`src/rtl/sram_ctrl_pkg.sv`:
```
package sram_ctrl_pkg;

  typedef enum logic [2:0] {
    ST_BOOT   = 3'd0,
    ST_IDLE   = 3'd1,
    ST_RD     = 3'd2,
    ST_RD_HIZ = 3'd3,
    ST_WR     = 3'd4,
    ST_WR_REC = 3'd5
  } seq_state_t;

  // whole clock cycles covering a minimum time, floor of one
  function automatic int unsigned cycles_for(input int unsigned t_ps, input int unsigned clk_ps);
    int unsigned n;
    n = (t_ps + clk_ps - 1) / clk_ps;
    return (n == 0) ? 1 : n;
  endfunction

  function automatic int unsigned max3(input int unsigned a, input int unsigned b, input int unsigned c);
    int unsigned m;
    m = (a > b) ? a : b;
    return (m > c) ? m : c;
  endfunction

endpackage

```
`src/rtl/sram_rst_sync.sv`:
```
module sram_rst_sync (
  input  logic clk,
  input  logic rst_n_in,
  output logic rst_n_out
);

  logic [1:0] sync_q;
  logic [1:0] sync_d;

  always_comb begin
    sync_d = {sync_q[0], 1'b1};
  end

  always_ff @(posedge clk or negedge rst_n_in) begin
    if (!rst_n_in) sync_q <= 2'b00;
    else           sync_q <= sync_d;
  end

  assign rst_n_out = sync_q[1];

endmodule

```
`src/rtl/sram_startup_hold.sv`:
```
module sram_startup_hold #(
  parameter int unsigned HOLD_CYC = 50000
) (
  input  logic clk,
  input  logic rst_n,
  output logic done
);

  localparam int unsigned CW = $clog2(HOLD_CYC + 1);

  logic [CW-1:0] cnt_q, cnt_d;
  logic          done_q, done_d;

  always_comb begin
    cnt_d  = cnt_q;
    done_d = done_q;
    if (!done_q) begin
      cnt_d  = cnt_q + 1'b1;
      done_d = (cnt_d == CW'(HOLD_CYC));
    end
  end

  always_ff @(posedge clk or negedge rst_n) begin
    if (!rst_n) begin
      cnt_q  <= '0;
      done_q <= 1'b0;
    end else begin
      cnt_q  <= cnt_d;
      done_q <= done_d;
    end
  end

  assign done = done_q;

  AST_HOLD_STICKY: assert property (@(posedge clk) disable iff (!rst_n)
    done_q |=> done_q);

endmodule

```
`src/rtl/sram_phase_timer.sv`:
```
module sram_phase_timer #(
  parameter int unsigned TW = 4
) (
  input  logic          clk,
  input  logic          rst_n,
  input  logic          load,
  input  logic [TW-1:0] load_val,
  output logic          zero
);

  logic [TW-1:0] cnt_q, cnt_d;

  always_comb begin
    if (load)              cnt_d = load_val;
    else if (cnt_q != '0)  cnt_d = cnt_q - 1'b1;
    else                   cnt_d = cnt_q;
  end

  always_ff @(posedge clk or negedge rst_n) begin
    if (!rst_n) cnt_q <= '0;
    else        cnt_q <= cnt_d;
  end

  assign zero = (cnt_q == '0);

  AST_TIMER_PARKS: assert property (@(posedge clk) disable iff (!rst_n)
    (zero && !load) |=> zero);

endmodule

```
`src/rtl/sram_seq_fsm.sv`:
```
module sram_seq_fsm
  import sram_ctrl_pkg::*;
#(
  parameter int unsigned ADDR_W = 17,
  parameter int unsigned DATA_W = 16,
  parameter int unsigned N_RD   = 12,
  parameter int unsigned N_WR   = 9,
  parameter int unsigned N_REC  = 3,
  parameter int unsigned N_HZ   = 5,
  parameter int unsigned N_CYC  = 12,
  parameter int unsigned TW     = 4
) (
  input  logic                  clk,
  input  logic                  rst_n,
  input  logic                  boot_done,
  input  logic                  tmr_zero,
  output logic                  tmr_load,
  output logic [TW-1:0]         tmr_val,
  input  logic                  req_valid,
  input  logic                  req_write,
  input  logic [ADDR_W-1:0]     req_addr,
  input  logic [DATA_W-1:0]     req_wdata,
  input  logic [DATA_W/8-1:0]   req_be,
  output logic                  req_ready,
  output logic [DATA_W-1:0]     rsp_rdata,
  output logic [ADDR_W-1:0]     sram_addr,
  output logic                  sram_ce_n,
  output logic                  sram_we_n,
  output logic                  sram_oe_n,
  output logic [DATA_W/8-1:0]   sram_be_n,
  output logic [DATA_W-1:0]     sram_dq_out,
  output logic                  sram_dq_oe,
  input  logic [DATA_W-1:0]     sram_dq_in
);

  localparam int unsigned NB = DATA_W / 8;

  seq_state_t            state_q, state_d;
  logic                  ce_q, ce_d, we_q, we_d, oe_q, oe_d;
  logic [NB-1:0]         be_q, be_d;
  logic                  dq_oe_q, dq_oe_d;
  logic                  ready_q, ready_d;
  logic                  accept, capture;
  logic [ADDR_W-1:0]     addr_q;
  logic [DATA_W-1:0]     wdata_q, rdata_q, rd_lanes;

  // next-state logic
  always_comb begin
    state_d  = state_q;
    ce_d     = ce_q;
    we_d     = we_q;
    oe_d     = oe_q;
    be_d     = be_q;
    dq_oe_d  = dq_oe_q;
    ready_d  = 1'b0;
    tmr_load = 1'b0;
    tmr_val  = '0;
    accept   = 1'b0;
    capture  = 1'b0;
    unique case (state_q)
      ST_BOOT: begin
        if (boot_done) state_d = ST_IDLE;
      end
      ST_IDLE: begin
        if (req_valid) begin
          accept   = 1'b1;
          tmr_load = 1'b1;
          ce_d     = 1'b0;
          be_d     = ~req_be;
          if (req_write) begin
            we_d    = 1'b0;
            dq_oe_d = 1'b1;
            tmr_val = TW'(N_WR - 1);
            state_d = ST_WR;
          end else begin
            oe_d    = 1'b0;
            tmr_val = TW'(N_RD - 1);
            state_d = ST_RD;
          end
        end
      end
      ST_RD: begin
        if (tmr_zero) begin
          capture  = 1'b1;
          ready_d  = 1'b1;
          ce_d     = 1'b1;
          oe_d     = 1'b1;
          be_d     = '1;
          tmr_load = 1'b1;
          tmr_val  = TW'(N_HZ - 1);
          state_d  = ST_RD_HIZ;
        end
      end
      ST_RD_HIZ: begin
        if (tmr_zero) state_d = ST_IDLE;
      end
      ST_WR: begin
        if (tmr_zero) begin
          ready_d  = 1'b1;
          ce_d     = 1'b1;
          we_d     = 1'b1;
          be_d     = '1;
          tmr_load = 1'b1;
          tmr_val  = TW'(N_REC - 1);
          state_d  = ST_WR_REC;
        end
      end
      ST_WR_REC: begin
        if (tmr_zero) begin
          dq_oe_d = 1'b0;
          state_d = ST_IDLE;
        end
      end
      default: state_d = ST_BOOT;
    endcase
  end

  // lanes not enabled read back as zero
  always_comb begin
    for (int i = 0; i < NB; i++) begin
      rd_lanes[i*8 +: 8] = be_q[i] ? 8'h00 : sram_dq_in[i*8 +: 8];
    end
  end

  // control registers
  always_ff @(posedge clk or negedge rst_n) begin
    if (!rst_n) begin
      state_q <= ST_BOOT;
      ce_q    <= 1'b1;
      we_q    <= 1'b1;
      oe_q    <= 1'b1;
      be_q    <= '1;
      dq_oe_q <= 1'b0;
      ready_q <= 1'b0;
    end else begin
      state_q <= state_d;
      ce_q    <= ce_d;
      we_q    <= we_d;
      oe_q    <= oe_d;
      be_q    <= be_d;
      dq_oe_q <= dq_oe_d;
      ready_q <= ready_d;
    end
  end

  // datapath registers with explicit enables
  always_ff @(posedge clk or negedge rst_n) begin
    if (!rst_n) begin
      addr_q <= '0;
    end else if (accept) begin
      addr_q <= req_addr;
    end
  end

  always_ff @(posedge clk or negedge rst_n) begin
    if (!rst_n) begin
      wdata_q <= '0;
    end else if (accept && req_write) begin
      wdata_q <= req_wdata;
    end
  end

  always_ff @(posedge clk or negedge rst_n) begin
    if (!rst_n) begin
      rdata_q <= '0;
    end else if (capture) begin
      rdata_q <= rd_lanes;
    end
  end

  assign req_ready   = ready_q;
  assign rsp_rdata   = rdata_q;
  assign sram_addr   = addr_q;
  assign sram_ce_n   = ce_q;
  assign sram_we_n   = we_q;
  assign sram_oe_n   = oe_q;
  assign sram_be_n   = be_q;
  assign sram_dq_out = wdata_q;
  assign sram_dq_oe  = dq_oe_q;

  // checker state: elapsed-cycle counters observed by the properties below
  localparam int unsigned CW = $clog2(N_CYC + N_HZ + N_WR + 2);
  logic [CW-1:0] oe_hi_cnt, we_lo_cnt, gap_cnt;
  logic          ce_prev;

  always_ff @(posedge clk or negedge rst_n) begin
    if (!rst_n) begin
      oe_hi_cnt <= '1;
      we_lo_cnt <= '0;
      gap_cnt   <= '1;
      ce_prev   <= 1'b1;
    end else begin
      ce_prev   <= ce_q;
      oe_hi_cnt <= !oe_q ? '0 : ((oe_hi_cnt != '1) ? oe_hi_cnt + 1'b1 : oe_hi_cnt);
      we_lo_cnt <= we_q ? '0 : ((we_lo_cnt != '1) ? we_lo_cnt + 1'b1 : we_lo_cnt);
      if (ce_prev && !ce_q)     gap_cnt <= CW'(1);
      else if (gap_cnt != '1)   gap_cnt <= gap_cnt + 1'b1;
    end
  end

  AST_OE_DURING_WRITE: assert property (@(posedge clk) disable iff (!rst_n)
    !(!we_q && !oe_q));

  AST_WE_MIN_WIDTH: assert property (@(posedge clk) disable iff (!rst_n)
    $rose(we_q) |-> (we_lo_cnt >= CW'(N_WR)));

  AST_BUS_TURNAROUND: assert property (@(posedge clk) disable iff (!rst_n)
    dq_oe_q |-> (oe_q && (oe_hi_cnt >= CW'(N_HZ))));

  AST_READY_SINGLE: assert property (@(posedge clk) disable iff (!rst_n)
    ready_q |=> !ready_q);

  AST_BOOT_QUIET: assert property (@(posedge clk) disable iff (!rst_n)
    !boot_done |-> (ce_q && we_q && oe_q));

  AST_CYCLE_SPACING: assert property (@(posedge clk) disable iff (!rst_n)
    $fell(ce_q) |-> (gap_cnt >= CW'(N_CYC)));

  AST_WRITE_HOLD: assert property (@(posedge clk) disable iff (!rst_n)
    (!we_q && $past(!we_q)) |-> ($stable(addr_q) && $stable(wdata_q)));

endmodule

```
`src/rtl/sram_timing_ctrl.sv`:
```
module sram_timing_ctrl
  import sram_ctrl_pkg::*;
#(
  parameter int unsigned CLK_PS     = 4000,
  parameter int unsigned ADDR_W     = 17,
  parameter int unsigned DATA_W     = 16,
  parameter int unsigned T_CYC_PS   = 45000,
  parameter int unsigned T_AA_PS    = 45000,
  parameter int unsigned T_OE_PS    = 22000,
  parameter int unsigned T_WP_PS    = 35000,
  parameter int unsigned T_WEND_PS  = 35000,
  parameter int unsigned T_DS_PS    = 25000,
  parameter int unsigned T_HZ_PS    = 18000,
  parameter int unsigned T_PWRUP_PS = 200000000
) (
  input  logic                  clk,
  input  logic                  rst_n,
  input  logic                  req_valid,
  input  logic                  req_write,
  input  logic [ADDR_W-1:0]     req_addr,
  input  logic [DATA_W-1:0]     req_wdata,
  input  logic [DATA_W/8-1:0]   req_be,
  output logic                  req_ready,
  output logic [DATA_W-1:0]     rsp_rdata,
  output logic [ADDR_W-1:0]     sram_addr,
  output logic                  sram_ce_n,
  output logic                  sram_we_n,
  output logic                  sram_oe_n,
  output logic [DATA_W/8-1:0]   sram_be_n,
  output logic [DATA_W-1:0]     sram_dq_out,
  output logic                  sram_dq_oe,
  input  logic [DATA_W-1:0]     sram_dq_in
);

  localparam int unsigned N_CYC = cycles_for(T_CYC_PS, CLK_PS);
  localparam int unsigned N_RD  = max3(N_CYC, cycles_for(T_AA_PS, CLK_PS), cycles_for(T_OE_PS, CLK_PS));
  localparam int unsigned N_WR  = max3(cycles_for(T_WP_PS, CLK_PS), cycles_for(T_WEND_PS, CLK_PS),
                                       cycles_for(T_DS_PS, CLK_PS));
  localparam int unsigned N_REC = (N_CYC > N_WR) ? (N_CYC - N_WR) : 1;
  localparam int unsigned N_HZ  = cycles_for(T_HZ_PS, CLK_PS);
  localparam int unsigned N_PWR = cycles_for(T_PWRUP_PS, CLK_PS);
  localparam int unsigned TW    = $clog2(max3(max3(N_RD, N_WR, N_REC), N_HZ, 1) + 1);

  logic          rst_n_s;
  logic          boot_done;
  logic          tmr_zero, tmr_load;
  logic [TW-1:0] tmr_val;

  sram_rst_sync u_rst_sync (
    .clk       (clk),
    .rst_n_in  (rst_n),
    .rst_n_out (rst_n_s)
  );

  sram_startup_hold #(.HOLD_CYC(N_PWR)) u_hold (
    .clk   (clk),
    .rst_n (rst_n_s),
    .done  (boot_done)
  );

  sram_phase_timer #(.TW(TW)) u_timer (
    .clk      (clk),
    .rst_n    (rst_n_s),
    .load     (tmr_load),
    .load_val (tmr_val),
    .zero     (tmr_zero)
  );

  sram_seq_fsm #(
    .ADDR_W (ADDR_W),
    .DATA_W (DATA_W),
    .N_RD   (N_RD),
    .N_WR   (N_WR),
    .N_REC  (N_REC),
    .N_HZ   (N_HZ),
    .N_CYC  (N_CYC),
    .TW     (TW)
  ) u_fsm (
    .clk         (clk),
    .rst_n       (rst_n_s),
    .boot_done   (boot_done),
    .tmr_zero    (tmr_zero),
    .tmr_load    (tmr_load),
    .tmr_val     (tmr_val),
    .req_valid   (req_valid),
    .req_write   (req_write),
    .req_addr    (req_addr),
    .req_wdata   (req_wdata),
    .req_be      (req_be),
    .req_ready   (req_ready),
    .rsp_rdata   (rsp_rdata),
    .sram_addr   (sram_addr),
    .sram_ce_n   (sram_ce_n),
    .sram_we_n   (sram_we_n),
    .sram_oe_n   (sram_oe_n),
    .sram_be_n   (sram_be_n),
    .sram_dq_out (sram_dq_out),
    .sram_dq_oe  (sram_dq_oe),
    .sram_dq_in  (sram_dq_in)
  );

  initial begin
    AST_COUNTS_POSITIVE: assert (N_RD >= 1 && N_WR >= 1 && N_REC >= 1 && N_HZ >= 1);
  end

endmodule

```
`config.mk`:
```
export PLATFORM = sky130hd
export DESIGN_NAME = sram_timing_ctrl
export DESIGN_NICKNAME = d
export VERILOG_FILES = /design/src/rtl/sram_ctrl_pkg.sv /design/src/rtl/sram_rst_sync.sv /design/src/rtl/sram_startup_hold.sv /design/src/rtl/sram_phase_timer.sv /design/src/rtl/sram_seq_fsm.sv /design/src/rtl/sram_timing_ctrl.sv
export SDC_FILE = /design/constraint.sdc
export NUM_CORES = 1
export LEC_CHECK = 0
export BUFFER_PORTS_ARGS = -buffer_cell sky130_fd_sc_hd__buf_2
export CAP_MARGIN = 20
export CORE_MARGIN = 3
export CORE_UTILIZATION = 51
export DETAILED_ROUTE_END_ITERATION = 12
export PLACE_DENSITY = 0.83
export SYNTH_ARGS = -nofsm -noshare
export SYNTH_HDL_FRONTEND = slang
export SYNTH_HIERARCHICAL = 1
export SYNTH_SLANG_ARGS = --single-unit
```
`constraint.sdc`:
```
create_clock -name clk -period 3.3 [get_ports clk]
set_input_delay 0.165 -clock clk [delete_from_list [all_inputs] [get_ports clk]]
set_output_delay 0.165 -clock clk [all_outputs]
set_load 0.1 [all_outputs]
```
Yosys cells after proc, flatten, opt, wreduce, memory -nomap -nowiden

Index checks and enable logic that the tools add are counted.

Bits in registers: 82
Latch bits: 0
Memory bits (writable): 0
Memory bits (read-only): 0
Bits of input ports: 55
Output and inout bits: 56
Word-level logic and storage cells: 87
Memories: 0

Add/sub/neg operators: 2
Multipliers: 0
Div/mod/pow operators: 0
Order comparisons: 0
Equal/unequal tests: 15
Shift-type cells: 0
Mux-type cells: 39
Bitwise logic cells: 1
Reduce and logical (&&, ||, !) cells: 16

Operator list:

| cell                                                                     | number |
|---|---|
| 3-bit 2-to-1 mux                                                         | 7 |
| 16-bit by 1-bit adder with 16-bit output (second input constant)         | 1 |
| 16-bit == test (second input constant)                                   | 1 |
| 8-bit 2-to-1 mux                                                         | 2 |
| 1-bit 2-to-1 mux                                                         | 15 |
| 3-bit one-hot mux with 5 select lines                                    | 1 |
| 2-bit inequality test (second input constant)                            | 7 |
| 4-bit 2-to-1 mux                                                         | 3 |
| 4-bit one-hot mux with 3 select lines                                    | 1 |
| 4-bit AND reduction                                                      | 3 |
| 1-bit one-hot mux with 2 select lines                                    | 5 |
| 2-bit nonzero test                                                       | 5 |
| 2-bit 2-to-1 mux                                                         | 4 |
| 3-bit by 2-bit == test with 1-bit output (second input constant)         | 2 |
| 3-bit == test (second input constant)                                    | 2 |
| 5-bit AND reduction                                                      | 1 |
| 4-bit zero test                                                          | 1 |
| 2-bit by 1-bit inequality test with 1-bit output (second input constant) | 2 |
| 2-bit one-hot mux with 2 select lines                                    | 1 |
| 4-bit nonzero test                                                       | 1 |
| 2-bit OR reduction                                                       | 2 |
| 4-bit by 1-bit subtractor with 4-bit output (second input constant)      | 1 |
| 3-bit by 1-bit == test with 1-bit output (second input constant)         | 1 |
| 3-bit zero test                                                          | 1 |
| other kinds (3)                                                          | 3 |

Longest topological paths before layout

Depth in word-level cells: 4
Gate-level depth with buffers: 9
Gate-level depth less buffers: 8

Cells and area by module

Netlist, hierarchy kept.

Modules (own cells, without submodules):

| module            | times used | cells each | area each (µm²) | sequential area each (µm²) |
|---|---|---|---|---|
| sram_seq_fsm      | 1          | 222        | 2,423.6         | 1,482.7 |
| sram_startup_hold | 1          | 84         | 878.3           | 425.4 |
| sram_phase_timer  | 1          | 22         | 234.0           | 100.1 |
| sram_rst_sync     | 1          | 3          | 53.8            | 50.0 |

Worst setup path before layout

Ideal clock, no wire load.

Path type: register -> register
Start point: register u_timer.cnt_q[0]
End point: register u_timer.cnt_q[3]
Library setup time: 0.126 ns
Arrival: 1.963 ns
Required time: 3.174 ns
Path slack: 1.211 ns
Stages on the path, launching flop included: 10
Buffers on the path: 1
Clock period less this slack: 2.089 ns
Cell sequence: dfrtp_1 inv_1 ha_1 nor3b_4 nor2b_1 nand2_1 nand2_1 clkbuf_1 nor3_1 a221o_1

Cells in the longest elaborated chain, start to end: 4
Elaborated cells on any way between the ends: 8
Those cells by class: add/sub: 1; mux: 4; reduce/logical: 3

RTL lines:

| what                                                   | line                                   | source |
|---|---|---|
| start, declared                                        | sram_phase_timer.sv:11                 | `logic [TW-1:0] cnt_q, cnt_d;` |
| start signal, assigned                                 | sram_phase_timer.sv:21                 | `else cnt_q <= cnt_d;` |
| 4-bit zero test (*)                                    | sram_phase_timer.sv:24                 | `assign zero = (cnt_q == '0);` |
| via tmr_zero                                           | sram_timing_ctrl.sv:46                 | `logic tmr_zero, tmr_load;` |
| 1-bit 2-to-1 mux (*)                                   | sram_seq_fsm.sv:83, sram_seq_fsm.sv:98 |  |
| 1-bit one-hot mux with 2 select lines (*)              | sram_seq_fsm.sv:60                     | `unique case (state_q)` |
| via tmr_load                                           | sram_timing_ctrl.sv:46                 |  |
| 4-bit 2-to-1 mux or 2-bit nonzero test (tied branches) | n/a                                    |  |

The timed path passes the listed nets; every way through them passes the cells marked *. The select of a mux whose other input is x is not followed.
A chain may end at the register's enable or synchronous reset.

Worst setup path in the final report

Ends and elaborated chain as after synthesis.

==> impl_metrics.tcl <==
set metrics [dict create \
    io-pin-count 111 \
    max_stage_delay_ns 0.38 \
    placementRows 29 \
    max-clock-path-buffers 2 \
    fmax_ghz 0.443 \
    tightest_slew_ns 0.986 \
    cts-resized-gates 0 \
    final.setup.tns_ns 0 \
    synthCells 331 \
    max_slew_margin 0.343 \
    worstPathMaxFanout 8 \
    synth_edf_count 0 \
    period_needed_ns 2.26 \
    clk_latency_ns 0.34 \
    synthTopCellsByArea "dfrtp_1 (54%), nand2_1 (8.5%), dfstp_2 (3.7%)" \
    numCtsBuffers 9 \
    grt_pass1_vias 2782 \
    syn_nets 388 \
    fillers 505 \
    maxCapViolCount 0 \
    multi_input_area_sq_um 1440 \
    num_vias 2751 \
    routed_wl_mm 7.63 \
    dr.pass1.iters 4 \
    setup_viol 0 \
    gp_congestion 0.880 \
    synthToLayoutAreaGrowth_pct 25.9 \
    crit_chain "inv_1 -> ha_1 -> nor3b_4 -> nor2b_1 -> nand2_1 -> nand2_1 -> nor3_1 -> a221o_1" \
    ys_warn_count 6 \
    skew_ns 0.00735 \
    wl_per_cell_um 14.0 \
    die-area_sq_um 8080 \
    synth_seq_area_share 0.573 \
    seq_area_sq_um 2060 \
    fin_nets 504 \
    ys_ff_latch 82 \
    crit_slowest_cell "dfrtp_1" \
    synthTopCellsByCount "nand2_1 (81), dfrtp_1 (77), o21ai_0 (21)" \
    overflow 0 \
    cp-end-kind "register" \
    path_buf_inv 1 \
    synth_area_sq_um 3590 \
    cp.required_ns 3.53 \
    cts-root-buf "clkbuf_8" \
    vias_per_cell 5.05 \
    synth_top_area_cell "dfrtp_1" \
    antenna_found_initial 0 \
    clk_pin_slew_ns 0.08 \
    grt_pass1_wl_mm 12.9 \
    core_sq_um 6570 \
    drive_above_1_share 0.347 \
    grt.total_usage 0.196 \
    cp.arrival_ns 2.48 \
    hpwl_mm 5.37 \
    syn_area_per_cell_sq_um 10.8 \
    io_buffers 110 \
    hold_viol_final 0 \
    path_common_cell "nand2_1" \
    maxSlewViolCount 0 \
    cp_top_family "simple AND/OR/NAND/NOR gates" \
    path_class "register to register" \
    dieHeight_um 89.9 \
    synth_top_area_share 0.537 \
    drc_errors 0 \
    rsz0062_at_grt "no" \
    cts_sinks 82 \
    period_share 0.684 \
    grt_max_degree 81 \
    ant_nets 0 \
    yosysMostFrequentCell "nand2_1" \
    fp.dieW_um 89.9 \
    async_flop_share 1.00 \
    hold_path_class "input port to register" \
    cts_tree "done" \
    start_util 0.547 \
    synth-main-ff-cell "dfrtp_1" \
    cts_max_level 3 \
    num_antenna_cells 0 \
    synth.distinct_cells 46 \
    status "finished clean" \
    drt_iter0_drc 127 \
    post_cts_buffers 0 \
    startpoint_type "register" \
]
==> cells in the final DEF (no fill, tap or decap), types with 2 or more instances in the layout <==
| cell type | instances |
|---|---|
| a21oi_1 | 2 |
| a221oi_1 | 2 |
| a22oi_1 | 2 |
| buf_2 | 110 |
| bufinv_16 | 3 |
| clkbuf_8 | 9 |
| clkinv_2 | 2 |
| clkinvlp_4 | 3 |
| dfrtp_1 | 76 |
| dfstp_2 | 5 |
| dlygate4sd3_1 | 8 |
| ha_1 | 2 |
| inv_1 | 6 |
| mux2_2 | 10 |
| mux2_4 | 8 |
| mux2i_1 | 5 |
| nand2_1 | 81 |
| nand2b_1 | 19 |
| nand3_1 | 7 |
| nand4_1 | 3 |
| nand4b_1 | 2 |
| nor2_1 | 15 |
| nor2b_1 | 2 |
| nor3_1 | 5 |
| nor3b_1 | 2 |
| nor4_1 | 2 |
| o21ai_0 | 21 |
| o21ai_1 | 2 |
| xnor2_1 | 12 |
| xor2_1 | 7 |
==> cell type report <==
cell class / instances / share of cell area
sequential: 82 / 0.456
multi-input combinational: 228 / 0.317
timing repair buffer: 119 / 0.141
clock buffer: 9 / 0.0274
clock inverter: 7 / 0.0260
tap: 93 / 0.0257
inverter: 7 / 0.00609
==> what timing repair did <==
action,in CTS,in global routing
hold buffers,8,0
endpoints found under the setup margin,0,0
hold endpoints to repair,9,0
==> tightest hold or removal path: stages <==
cell and delay, ns:
buf_2 0.07, nand2_1 0.04, nand2_1 0.05
==> worst paths after layout <==
| path | start | slack (ns) | cells after the start | endpoint |
|---|---|---|---|---|
| worst max-delay path | u_timer/cnt_q[0] | 1.04 | 8 | u_timer/cnt_q[3] |
| worst min register to register | u_rst_sync/sync_q[0] | 0.35 | 0 | u_rst_sync/sync_q[1] |
| max in group asynchronous | u_rst_sync/sync_q[1] | 2.17 | 0 | u_fsm/rsp_rdata[3] |
| worst max register to register | u_timer/cnt_q[0] | 1.04 | 8 | u_timer/cnt_q[3] |
| worst min-delay path | req_addr[15] | 0.01 | 3 | u_fsm/sram_addr[15] |
| min in group asynchronous | rst_n | 0.13 | 2 | u_rst_sync/sync_q[0] |
==> flip-flops by register name (all words and copies together), names as in the netlist <==
name               flops
u_fsm/req_ready        1
u_fsm/rsp_rdata       16
u_fsm/sram_addr       17
u_fsm/sram_be_n        2
u_fsm/sram_ce_n        1
u_fsm/sram_dq_oe       1
u_fsm/sram_dq_out     16
u_fsm/sram_oe_n        1
u_fsm/sram_we_n        1
u_fsm/state_q          3
u_hold/cnt_q          16
u_hold/done            1
u_rst_sync/sync_q      2
u_timer/cnt_q          4
==> routing by layer <==
metal,track usage,part of all wire,vias to the layer above
met4,0.0829,0.017,0
met1,0.249,0.43,1291
met2,0.316,0.47,109
met3,0.0568,0.085,10
met5,0,0,-
li1,-,-,1341
==> kinds of logic after synthesis <==
logic type	Yosys count	share of synthesized area
flops	82	0.573
compound gates	33	0.0544
xor+xnor	19	0.0464
buf+inv	21	0.0268
simple gates	150	0.212
fa+ha+maj	2	0.00697
other cells	1	0.00104
mux	23	0.0788
==> per-stage QoR <==
step	setup slack, ns	utilization	hold WS (ns)	instance area, sq um	instances
final	1.04	0.688	0.0149	4520	545
after global routing	0.844	0.688	0.0102	4520	545
after detailed placement	1.05	0.639	-0.0469	4200	521
after global placement	1.19	0.639	-0.0497	4200	521
after CTS	1.04	0.688	0.000512	4520	545
after floorplan	0.856	-	-0.131	3590	331
Power is not shown: default switching activity piles up to over one toggle a cycle in this logic, so the estimate is an artifact.
